<file path="src/rtl/ddr_rst_seq_pkg.sv">
package ddr_rst_seq_pkg;

  typedef enum logic [2:0] {
    ST_IDLE   = 3'd0,
    ST_HOLD   = 3'd1,
    ST_PHY_UP = 3'd2,
    ST_CTL_UP = 3'd3,
    ST_ANA_UP = 3'd4,
    ST_DONE   = 3'd5
  } seq_state_t;

  typedef struct packed {
    logic [1:0] ctl_rst;
    logic [1:0] phy_rst;
    logic       ana_rel;
    logic       dig_rel;
    logic       ready;
  } pin_set_t;

  function automatic int unsigned max3(input int unsigned a, input int unsigned b,
                                       input int unsigned c);
    int unsigned m;
    m = (a > b) ? a : b;
    return (m > c) ? m : c;
  endfunction

endpackage

</file>
<file path="src/rtl/ddr_rst_seq_cnt.sv">
module ddr_rst_seq_cnt #(
  parameter int unsigned W = 8
) (
  input  logic         clk,
  input  logic         rst_n,
  input  logic         clr,
  input  logic         step,
  input  logic [W-1:0] lim,
  output logic         hit
);

  logic [W-1:0] cnt_q;

  // hit marks the last counted step before the limit is reached
  assign hit = step && (cnt_q == (lim - W'(1)));

  always_ff @(posedge clk or negedge rst_n) begin
    if (!rst_n) begin
      cnt_q <= '0;
    end else if (clr) begin
      cnt_q <= '0;
    end else if (step) begin
      cnt_q <= cnt_q + W'(1);
    end
  end

endmodule

</file>
<file path="src/rtl/ddr_rst_seq_fsm.sv">
module ddr_rst_seq_fsm
  import ddr_rst_seq_pkg::*;
(
  input  logic       clk,
  input  logic       rst_n,
  input  logic       start,
  input  logic       tmr_hit,
  input  logic       tck_hit,
  output seq_state_t state,
  output logic       advance
);

  seq_state_t state_q, state_d;

  always_comb begin
    state_d = state_q;
    advance = 1'b0;
    if (start) begin
      state_d = ST_HOLD;
    end else begin
      unique case (state_q)
        ST_HOLD:   if (tmr_hit) begin state_d = ST_PHY_UP; advance = 1'b1; end
        ST_PHY_UP: if (tmr_hit) begin state_d = ST_CTL_UP; advance = 1'b1; end
        ST_CTL_UP: if (tmr_hit) begin state_d = ST_ANA_UP; advance = 1'b1; end
        ST_ANA_UP: if (tck_hit) begin state_d = ST_DONE;   advance = 1'b1; end
        default:   state_d = state_q;
      endcase
    end
  end

  always_ff @(posedge clk or negedge rst_n) begin
    if (!rst_n) state_q <= ST_IDLE;
    else        state_q <= state_d;
  end

  assign state = state_q;

endmodule

</file>
<file path="src/rtl/ddr_rst_seq_outdec.sv">
module ddr_rst_seq_outdec
  import ddr_rst_seq_pkg::*;
(
  input  seq_state_t state,
  output pin_set_t   pins
);

  always_comb begin
    unique case (state)
      ST_PHY_UP: pins = '{ctl_rst: 2'b11, phy_rst: 2'b00, ana_rel: 1'b0, dig_rel: 1'b0, ready: 1'b0};
      ST_CTL_UP: pins = '{ctl_rst: 2'b00, phy_rst: 2'b00, ana_rel: 1'b0, dig_rel: 1'b0, ready: 1'b0};
      ST_ANA_UP: pins = '{ctl_rst: 2'b00, phy_rst: 2'b00, ana_rel: 1'b1, dig_rel: 1'b0, ready: 1'b0};
      ST_DONE:   pins = '{ctl_rst: 2'b00, phy_rst: 2'b00, ana_rel: 1'b1, dig_rel: 1'b1, ready: 1'b1};
      default:   pins = '{ctl_rst: 2'b11, phy_rst: 2'b11, ana_rel: 1'b0, dig_rel: 1'b0, ready: 1'b0};
    endcase
  end

endmodule

</file>
<file path="src/rtl/ddr_rst_seq.sv">
module ddr_rst_seq
  import ddr_rst_seq_pkg::*;
#(
  parameter int unsigned HOLD_CYC      = 16,
  parameter int unsigned PHY2CTL_CYC   = 64,
  parameter int unsigned SETTLE_CYC    = 8,
  parameter int unsigned ANA2DIG_TICKS = 1000
) (
  input  logic       clk,
  input  logic       rst_n,
  input  logic       start_i,
  input  logic       dram_tick_i,
  output logic [1:0] ctl_rst_o,
  output logic [1:0] phy_rst_o,
  output logic       phy_ana_rel_o,
  output logic       phy_dig_rel_o,
  output logic       ready_o
);

  localparam int unsigned TMR_MAX = max3(HOLD_CYC, PHY2CTL_CYC, SETTLE_CYC);
  localparam int unsigned TW      = $clog2(TMR_MAX + 1);
  localparam int unsigned KW      = $clog2(ANA2DIG_TICKS + 1);

  seq_state_t state;
  pin_set_t   pins;
  logic       advance, clr;
  logic       tmr_step, tmr_hit, tck_step, tck_hit;
  logic [TW-1:0] tmr_lim;

  assign clr = start_i | advance;

  always_comb begin
    tmr_step = 1'b1;
    unique case (state)
      ST_HOLD:   tmr_lim = TW'(HOLD_CYC);
      ST_PHY_UP: tmr_lim = TW'(PHY2CTL_CYC);
      ST_CTL_UP: tmr_lim = TW'(SETTLE_CYC);
      default: begin
        tmr_lim  = TW'(TMR_MAX);
        tmr_step = 1'b0;
      end
    endcase
  end

  assign tck_step = dram_tick_i && (state == ST_ANA_UP);

  ddr_rst_seq_cnt #(.W(TW)) u_tmr (
    .clk(clk), .rst_n(rst_n), .clr(clr), .step(tmr_step),
    .lim(tmr_lim), .hit(tmr_hit)
  );

  ddr_rst_seq_cnt #(.W(KW)) u_tck (
    .clk(clk), .rst_n(rst_n), .clr(clr), .step(tck_step),
    .lim(KW'(ANA2DIG_TICKS)), .hit(tck_hit)
  );

  ddr_rst_seq_fsm u_fsm (
    .clk(clk), .rst_n(rst_n), .start(start_i),
    .tmr_hit(tmr_hit), .tck_hit(tck_hit),
    .state(state), .advance(advance)
  );

  ddr_rst_seq_outdec u_dec (
    .state(state), .pins(pins)
  );

  assign ctl_rst_o     = pins.ctl_rst;
  assign phy_rst_o     = pins.phy_rst;
  assign phy_ana_rel_o = pins.ana_rel;
  assign phy_dig_rel_o = pins.dig_rel;
  assign ready_o       = pins.ready;

endmodule

</file>
<file path="config.mk">
export PLATFORM = sky130hd
export DESIGN_NAME = ddr_rst_seq
export DESIGN_NICKNAME = d
export VERILOG_FILES = /design/src/rtl/ddr_rst_seq_pkg.sv /design/src/rtl/ddr_rst_seq_cnt.sv /design/src/rtl/ddr_rst_seq_fsm.sv /design/src/rtl/ddr_rst_seq_outdec.sv /design/src/rtl/ddr_rst_seq.sv
export SDC_FILE = /design/constraint.sdc
export NUM_CORES = 1
export LEC_CHECK = 0
export ABC_AREA = 1
export BUFFER_PORTS_ARGS = -buffer_cell sky130_fd_sc_hd__buf_2
export CORE_UTILIZATION = 40
export DETAILED_ROUTE_END_ITERATION = 10
export HOLD_SLACK_MARGIN = 0.12
export PLACE_DENSITY = 0.62
export SYNTH_ARGS = -nofsm -noshare
export SYNTH_HDL_FRONTEND = slang
export SYNTH_HIERARCHICAL = 1
export SYNTH_SLANG_ARGS = --single-unit
</file>
<file path="constraint.sdc">
create_clock -name clk -period 4.43 [get_ports clk]
set_clock_uncertainty 0.15 [all_clocks]
set_input_delay 0.443 -clock clk [delete_from_list [all_inputs] [get_ports clk]]
set_output_delay 0.443 -clock clk [all_outputs]
set_load 0.1 [all_outputs]
</file>
==> results of run 1 <==
==> worst min-delay path by stage <==
stage / from / endpoint / slack [ns] / depth (start not counted)
2_1_floorplan: rst_n / u_fsm/state[0]$_DFFE_PN0P_ / -0.003 / 0
3_3_place_gp: rst_n / u_tck/cnt_q[9]$_DFFE_PN0P_ / 0.28 / 1
3_5_place_dp: rst_n / u_tck/cnt_q[7]$_DFFE_PN0P_ / 0.27 / 1
4_1_cts: start_i / u_fsm/state[1]$_DFFE_PN0P_ / 0.33 / 4
5_1_grt: start_i / u_fsm/state[1]$_DFFE_PN0P_ / 0.36 / 4
6_report: start_i / u_fsm/state[1]$_DFFE_PN0P_ / 0.33 / 4
==> per-layer routing <==
layer	part of all wire, %	wire length, um	vias to the layer above	track usage (%)
met5	0	0	-	0
met4	0.65	24	0	4.000
met3	1.4	51	2	0.8547
met1	51	1864	771	22.31
met2	47	1729	13	30.45
li1	-	-	1032	-
==> power breakdown <==
part | total [mW] | switching, mW | internal (mW)
Clock | 0.184 | 0.0637 | 0.121
Combinational | 0.147 | 0.105 | 0.0415
Sequential | 0.203 | 0.0137 | 0.189
Total | 0.534 | 0.183 | 0.351
==> registers in the layout, indices dropped and copies added (netlist names) <==
signal,count
u_tck/cnt_q,10
u_tmr/cnt_q,7
u_fsm/state,3
==> layout by cell type, fill, tap and decap left out, types with 4 or more instances in the layout <==
cell type / instances
buf_2: 10
conb_1: 41
xnor2_1: 7
o21ai_0: 6
nand4_1: 7
dfrtp_1: 20
nor3_1: 4
ha_1: 5
nor2_1: 40
nand2_1: 98
inv_2: 9
inv_1: 43
nand3_1: 30
nor2_2: 8
a21oi_1: 9
nand2_2: 6
==> cell type report <==
cell class / count / area share (%)
timing repair buffer: 11 / 2.726
tap: 52 / 2.953
sequential: 20 / 22.71
multi-input combinational: 276 / 59.17
inverter: 54 / 9.199
clock inverter: 1 / 1.363
clock buffer: 3 / 1.874
==> per-stage QoR <==
stage	cell area [sq um]	hold WS (ns)	worst slack (ns)	instances	utilization, %
2_1_floorplan	2034	-0.002591	1.128	354	-
3_3_place_gp	2122	0.2761	0.9764	412	47.75
3_5_place_dp	2122	0.2688	0.9870	412	47.75
4_1_cts	2203	0.3289	0.9652	417	49.58
5_1_grt	2203	0.3567	0.5376	417	49.58
6_report	2203	0.3319	1.054	417	49.58
==> critical path: cells and delay by family (launching register included) <==
kind            cells  cell delay [ns]
compound gates      2             0.29
buf+inv             1             0.13
simple gates       17             2.11
flops               1             0.58
==> cell families (layout without fill, tap and decap cells) <==
family / count (synthesis) / after routing
simple gates: 204 / 204
buf+inv: 58 / 69
flops: 20 / 20
other cells: 2 / 41
fa+ha+maj: 5 / 5
compound gates: 17 / 17
xor+xnor: 9 / 9
==> what timing repair did <==
item                                    in CTS  in global routing
hold buffers                                 1                  0
hold endpoints to repair                    20                  0
endpoints found under the setup margin       0                  0
setup buffers                                0                  0
==> results.ini, run 1 <==
[yosys]
ys_ff_latch = 20
synthArstFlopShare_pct = 100.0
synth_top_cells_by_count = 98 x nand2_1, 43 x inv_1, 40 x nor2_1, 30 x nand3_1, 20 x dfrtp_1
synth_xor_area_share_pct = 4.175
synth_area_sq_um = 1888
synth_area_leader_cell = dfrtp_1
synthTopCellsByArea = dfrtp_1 27%, nand2_1 19%, inv_1 8.5%
netlist-cell-type-count = 28
seq_area_frac_synth_pct = 26.51
ys.flop_type = dfrtp_1
synth.most_common_cell = nand2_1
synth_mux_area_share_pct = 0
avgSynthCellArea_sq_um = 5.994
synth_warnings = 6
synth_top_area_share_pct = 26.51
synth-edff-count = 0
postSynthCellCount = 315
synth_compound_area_share_pct = 4.705
synthSimpleGateAreaFrac_pct = 48.71
synth_top_family_by_area = simple AND/OR/NAND/NOR gates
synth_fa_ha_area_share_pct = 3.313

[pwr]
ir_worst_vdd_uv = 141.4
power_density_nw_per_um2 = 242.3
total_power_mw = 0.5338
p_leak_nw = 1.206

[sta]
drv_slew = 0
setup_viol = 0
rsz0062_at_grt = false
final_hold_viol_count = 0
clock.fmax_mhz = 296.2
min_period_over_period_pct = 76.20
fin_setup_tns_ns = 0
final.min_clock_period_ns = 3.376

[setup_path]
reg2reg_setup_slack_ns = 1.05
worstSetupEndpoint = u_tck/cnt_q[9]$_DFFE_PN0P_
worst_setup_path_start_kind = flip-flop
crit_path_start = u_fsm/state[2]$_DFFE_PN0P_
worst_setup_path_end_kind = flip-flop
slowest_stage = dfrtp_1
r2r-start = u_fsm/state[2]$_DFFE_PN0P_
ff2ff_path_depth = 20
crit_path_max_fanout = 11
worst_path_most_repeated_cell = nor2_1
crit_required_ns = 4.43
critPathKind = reg2reg
path_cells = nand2_1 > nor2_1 > inv_1 > a21oi_1 > nand2_1 > nor2_1 > nand2_1 > nor2_1 > nand3_1 > nor2_1 > nand3_2 > a21oi_1 > or2_1 > nor2_1 > nor2_2 > nand2_1 > nor3_2 > nand3_1 > nand2_1 > nor2_1
r2r_end = u_tck/cnt_q[9]$_DFFE_PN0P_
cp.arrival_ns = 3.37
slowest_delay_ns = 0.58

[clocking]
clock_path_buffers = 2
cts-resized-gates = 0
cts.sink_count = 20
cts_root_buffer = clkbuf_8
clk_pin_slew_worst_paths_ns = 0.08
cts_tree = built
htree_levels = 1
clk_latency_ns = 0.26
cts_buffers = 3

[placed_design]
dp_hpwl_um = 3074
port_buffers = 10
routabilityCongestion = 0.7966

[floorplanning]
die_h_um = 70.71
start_util_pct = 42.48
core-area_sq_um = 4444
pin_count = 11
rows = 24
fp.dieArea_sq_um = 4999
fp.dieW_um = 70.71

[finish]
regArea_sq_um = 500.5
finalNetCount = 375
drive_gt1_share_pct = 12.60
area_delta_synth_final_pct = 16.70
multi_input_area_sq_um = 1304
nFillCells = 455
antenna-diode-count = 0

[routing]
drt_first_pass_iters = 4
totalWireLength_um = 3670
num_vias = 1818
wl_per_cell_um = 8.801
routed_via_density = 4.360
drtIter0Drc = 73
drtAntennaViolNets = 0
drc_errors = 0

[global_route]
antenna_found_initial = 0
grt_pass1_wl_um = 7065
grt_usage_pct = 16.91
grt_max_degree = 21
grt_remaining_overflow = 0
grt_pass1_vias = 1732

[run_status]
outcome = finished, final reports clean

[run]
max_cap_violations = 0

[min_path]
min-delay-path-class = in2reg

Power figures use the tool's default switching activity.
==> run 2, diff against run 1 <==
--- a/config.mk
+++ b/config.mk
@@ -10,7 +10,7 @@
 export CORE_UTILIZATION = 40
 export DETAILED_ROUTE_END_ITERATION = 10
 export HOLD_SLACK_MARGIN = 0.12
-export PLACE_DENSITY = 0.62
+export PLACE_DENSITY = 0.64
 export SYNTH_ARGS = -nofsm -noshare
 export SYNTH_HDL_FRONTEND = slang
 export SYNTH_HIERARCHICAL = 1
==> constraint.sdc (replaced) <==
create_clock -name clk -period 2.8 [get_ports clk]
set_clock_uncertainty 0.15 [all_clocks]
set_input_delay 0.28 -clock clk [delete_from_list [all_inputs] [get_ports clk]]
set_output_delay 0.28 -clock clk [all_outputs]
set_load 0.1 [all_outputs]
==> run 2 against run 1 <==
  * Worst setup slack worse by 0.86 ns
  * Fmax is 29% higher
  * Clock-buffer cell count is 1 higher
  * Design area is 12% higher
  * Largest power group unchanged
  * Highest routed layer unchanged
==> results.ini, run 2 (synthesis results as in run 1) <==
[floorplanning]
die_h_um = 70.71
pin_count = 11
start_util_pct = 42.48
fp.dieArea_sq_um = 4999
rows = 24
fp.dieW_um = 70.71
core-area_sq_um = 4444

[global_route]
grt_pass1_wl_um = 7024
grt_max_degree = 21
grt_usage_pct = 17.18
grt_remaining_overflow = 0
antenna_found_initial = 0
grt_pass1_vias = 1631

[routing]
routed_via_density = 4.403
dr_wl_met2_um = 2063
drtIter0Drc = 52
wl_met1_um = 1935
totalWireLength_um = 4119
highest_layer = met4
num_vias = 1933
wl_per_cell_um = 9.383
wl_met3_um = 77
drc_errors = 0
drtAntennaViolNets = 0
drt_first_pass_iters = 4

[pwr]
switchingPower_mw = 0.3009
seqPwrFrac_pct = 38.5
p_leak_nw = 1.350
pwr-share-clk_pct = 26.8
ir_worst_vdd_uv = 274.0
switching_share_pct = 36.73
intPower_mw = 0.5183
p_comb_share_pct = 34.7
power_density_nw_per_um2 = 331.4

[clocking]
cts_root_buffer = clkbuf_8
cts_buffers = 3
clock_path_buffers = 2
cts_tree = built
htree_levels = 1
cts.sink_count = 20
clk_pin_slew_worst_paths_ns = 0.07
clk_latency_ns = 0.25

[sta]
final_hold_viol_count = 0
drv_slew = 0
setup_viol = 0
final.min_clock_period_ns = 2.609
min_period_over_period_pct = 93.19
rsz0062_at_grt = true
clock.fmax_mhz = 383.2

[setup_path]
reg2reg_setup_slack_ns = 0.19
cp.arrival_ns = 2.61
crit_required_ns = 2.80
r2r_end = u_tck/cnt_q[9]$_DFFE_PN0P_
critPathKind = reg2reg
crit_path_max_fanout = 4
crit_path_start = u_fsm/state[0]$_DFFE_PN0P_
worst_setup_path_start_kind = flip-flop
ff2ff_path_depth = 21
r2r-start = u_fsm/state[0]$_DFFE_PN0P_
worst_setup_path_end_kind = flip-flop

[run]
max_cap_violations = 0

[min_path]
worstHoldEndpoint = u_fsm/state[1]$_DFFE_PN0P_
worstHoldStart = start_i
min-delay-path-class = in2reg
whs_path_depth = 4

[finish]
utilization_pct = 55.63
layout_common_cells = 96 x nand2_1, 41 x inv_1, 41 x conb_1
finalNetCount = 397
final_cell_area_sq_um = 2472
regMostFlops = u_tck/cnt_q
antenna-diode-count = 0
largest_register_ffs = 10
drive_gt1_share_pct = 21.96
layout_commonest_cell = nand2_1
area_delta_synth_final_pct = 30.95

[placed_design]
routabilityCongestion = 0.8154
dp_hpwl_um = 3075
place_area_sq_um = 2230
port_buffers = 10

[run_status]
outcome = finished, final reports clean

## run 2: cell types whose count changed in the layout (fill, tap and decap cells not counted), moves of 2 or more
| cell | before | now |
|---|---|---|
| nand2_4 | 1 | 4 |
| inv_1 | 43 | 41 |
| nor2_4 | 1 | 9 |
| nor3_2 | 2 | 0 |
| a21oi_2 | 0 | 2 |
| nor3_4 | 0 | 2 |
| a21oi_1 | 9 | 7 |
| buf_4 | 0 | 21 |
| nor2_1 | 40 | 32 |
| nand2_1 | 98 | 96 |
| inv_2 | 9 | 11 |
## run 2: worst max-delay path by stage
stage / to / slack [ns] / cells after the start
finish: u_tck/cnt_q[9]$_DFFE_PN0P_ / 0.19 / 21
global placement: u_tck/cnt_q[9]$_DFFE_PN0P_ / -0.09 / 21
floorplan: phy_dig_rel_o / -0.02 / 6
global route: u_tck/cnt_q[9]$_DFFE_PN0P_ / -0.07 / 22
detailed placement: u_tck/cnt_q[9]$_DFFE_PN0P_ / -0.08 / 21
CTS: u_tck/cnt_q[9]$_DFFE_PN0P_ / 0.004 / 21
## run 2: timing repair
item,4_1_cts,5_1_grt
endpoints found under the setup margin,1,14
gates resized for setup,1,28
hold endpoints to repair,20,0
pin swaps,3,8
setup buffers,3,6
hold buffers,1,0
## run 2: cell type report
cell class,count,area [sq um]
inverters,54,202.7
flip-flops and latches,20,501.7
well taps,52,65.06
clock buffers,4,55.05
repair buffers,33,229.0
multi-input cells,276,1419
fillers,442,1972
## run 2: layer usage
layer | up-vias | GRT usage [%]
li1 | 1073 | -
met3 | 4 | 1.994
met2 | 26 | 29.06
met5 | - | 0
met4 | 0 | 4.222
met1 | 830 | 23.48
## run 2: power by group through the flow
| stage | sequential, mW | clock [mW] | combinational [mW] |
|---|---|---|---|
| 2_1_floorplan | 0.321 | 0 | 0.203 |
| 3_3_place_gp | 0.320 | 0 | 0.252 |
| 3_5_place_dp | 0.319 | 0 | 0.252 |
| 4_1_cts | 0.314 | 0.224 | 0.255 |
| 5_1_grt | 0.317 | 0.237 | 0.319 |
| 6_report | 0.315 | 0.219 | 0.284 |
## run 2: metrics by stage
step | hold slack (ns) | setup TNS [ns] | total power, mW | setup WS, ns | instances
after global placement | 0.1099 | -0.08683 | 0.5713 | -0.08683 | 425
after global routing | 0.2142 | -0.2522 | 0.8728 | -0.06822 | 439
final | 0.2015 | 0 | 0.8193 | 0.1906 | 439
after CTS | 0.1946 | 0 | 0.7933 | 0.003834 | 433
after detailed placement | 0.1134 | -0.08143 | 0.5715 | -0.08143 | 425
after floorplan | -0.1656 | -0.02062 | 0.5232 | -0.02062 | 354
## run 2: worst max-delay path: stages, from the launching register on
cell	delay, ns
dfrtp_2	0.45
inv_1	0.06
nand2_1	0.06
nor2_2	0.11
inv_2	0.05
a21oi_2	0.09
nand2_1	0.07
nor2_2	0.08
nand2_1	0.06
nor2_2	0.11
nand3_2	0.11
nor2_4	0.14
nand3_2	0.10
a21oi_2	0.12
or2_4	0.16
nor2_4	0.05
nor2_4	0.12
nand2_4	0.08
nor3_4	0.15
nand3_1	0.09
nand2_1	0.06
nor2_1	0.04
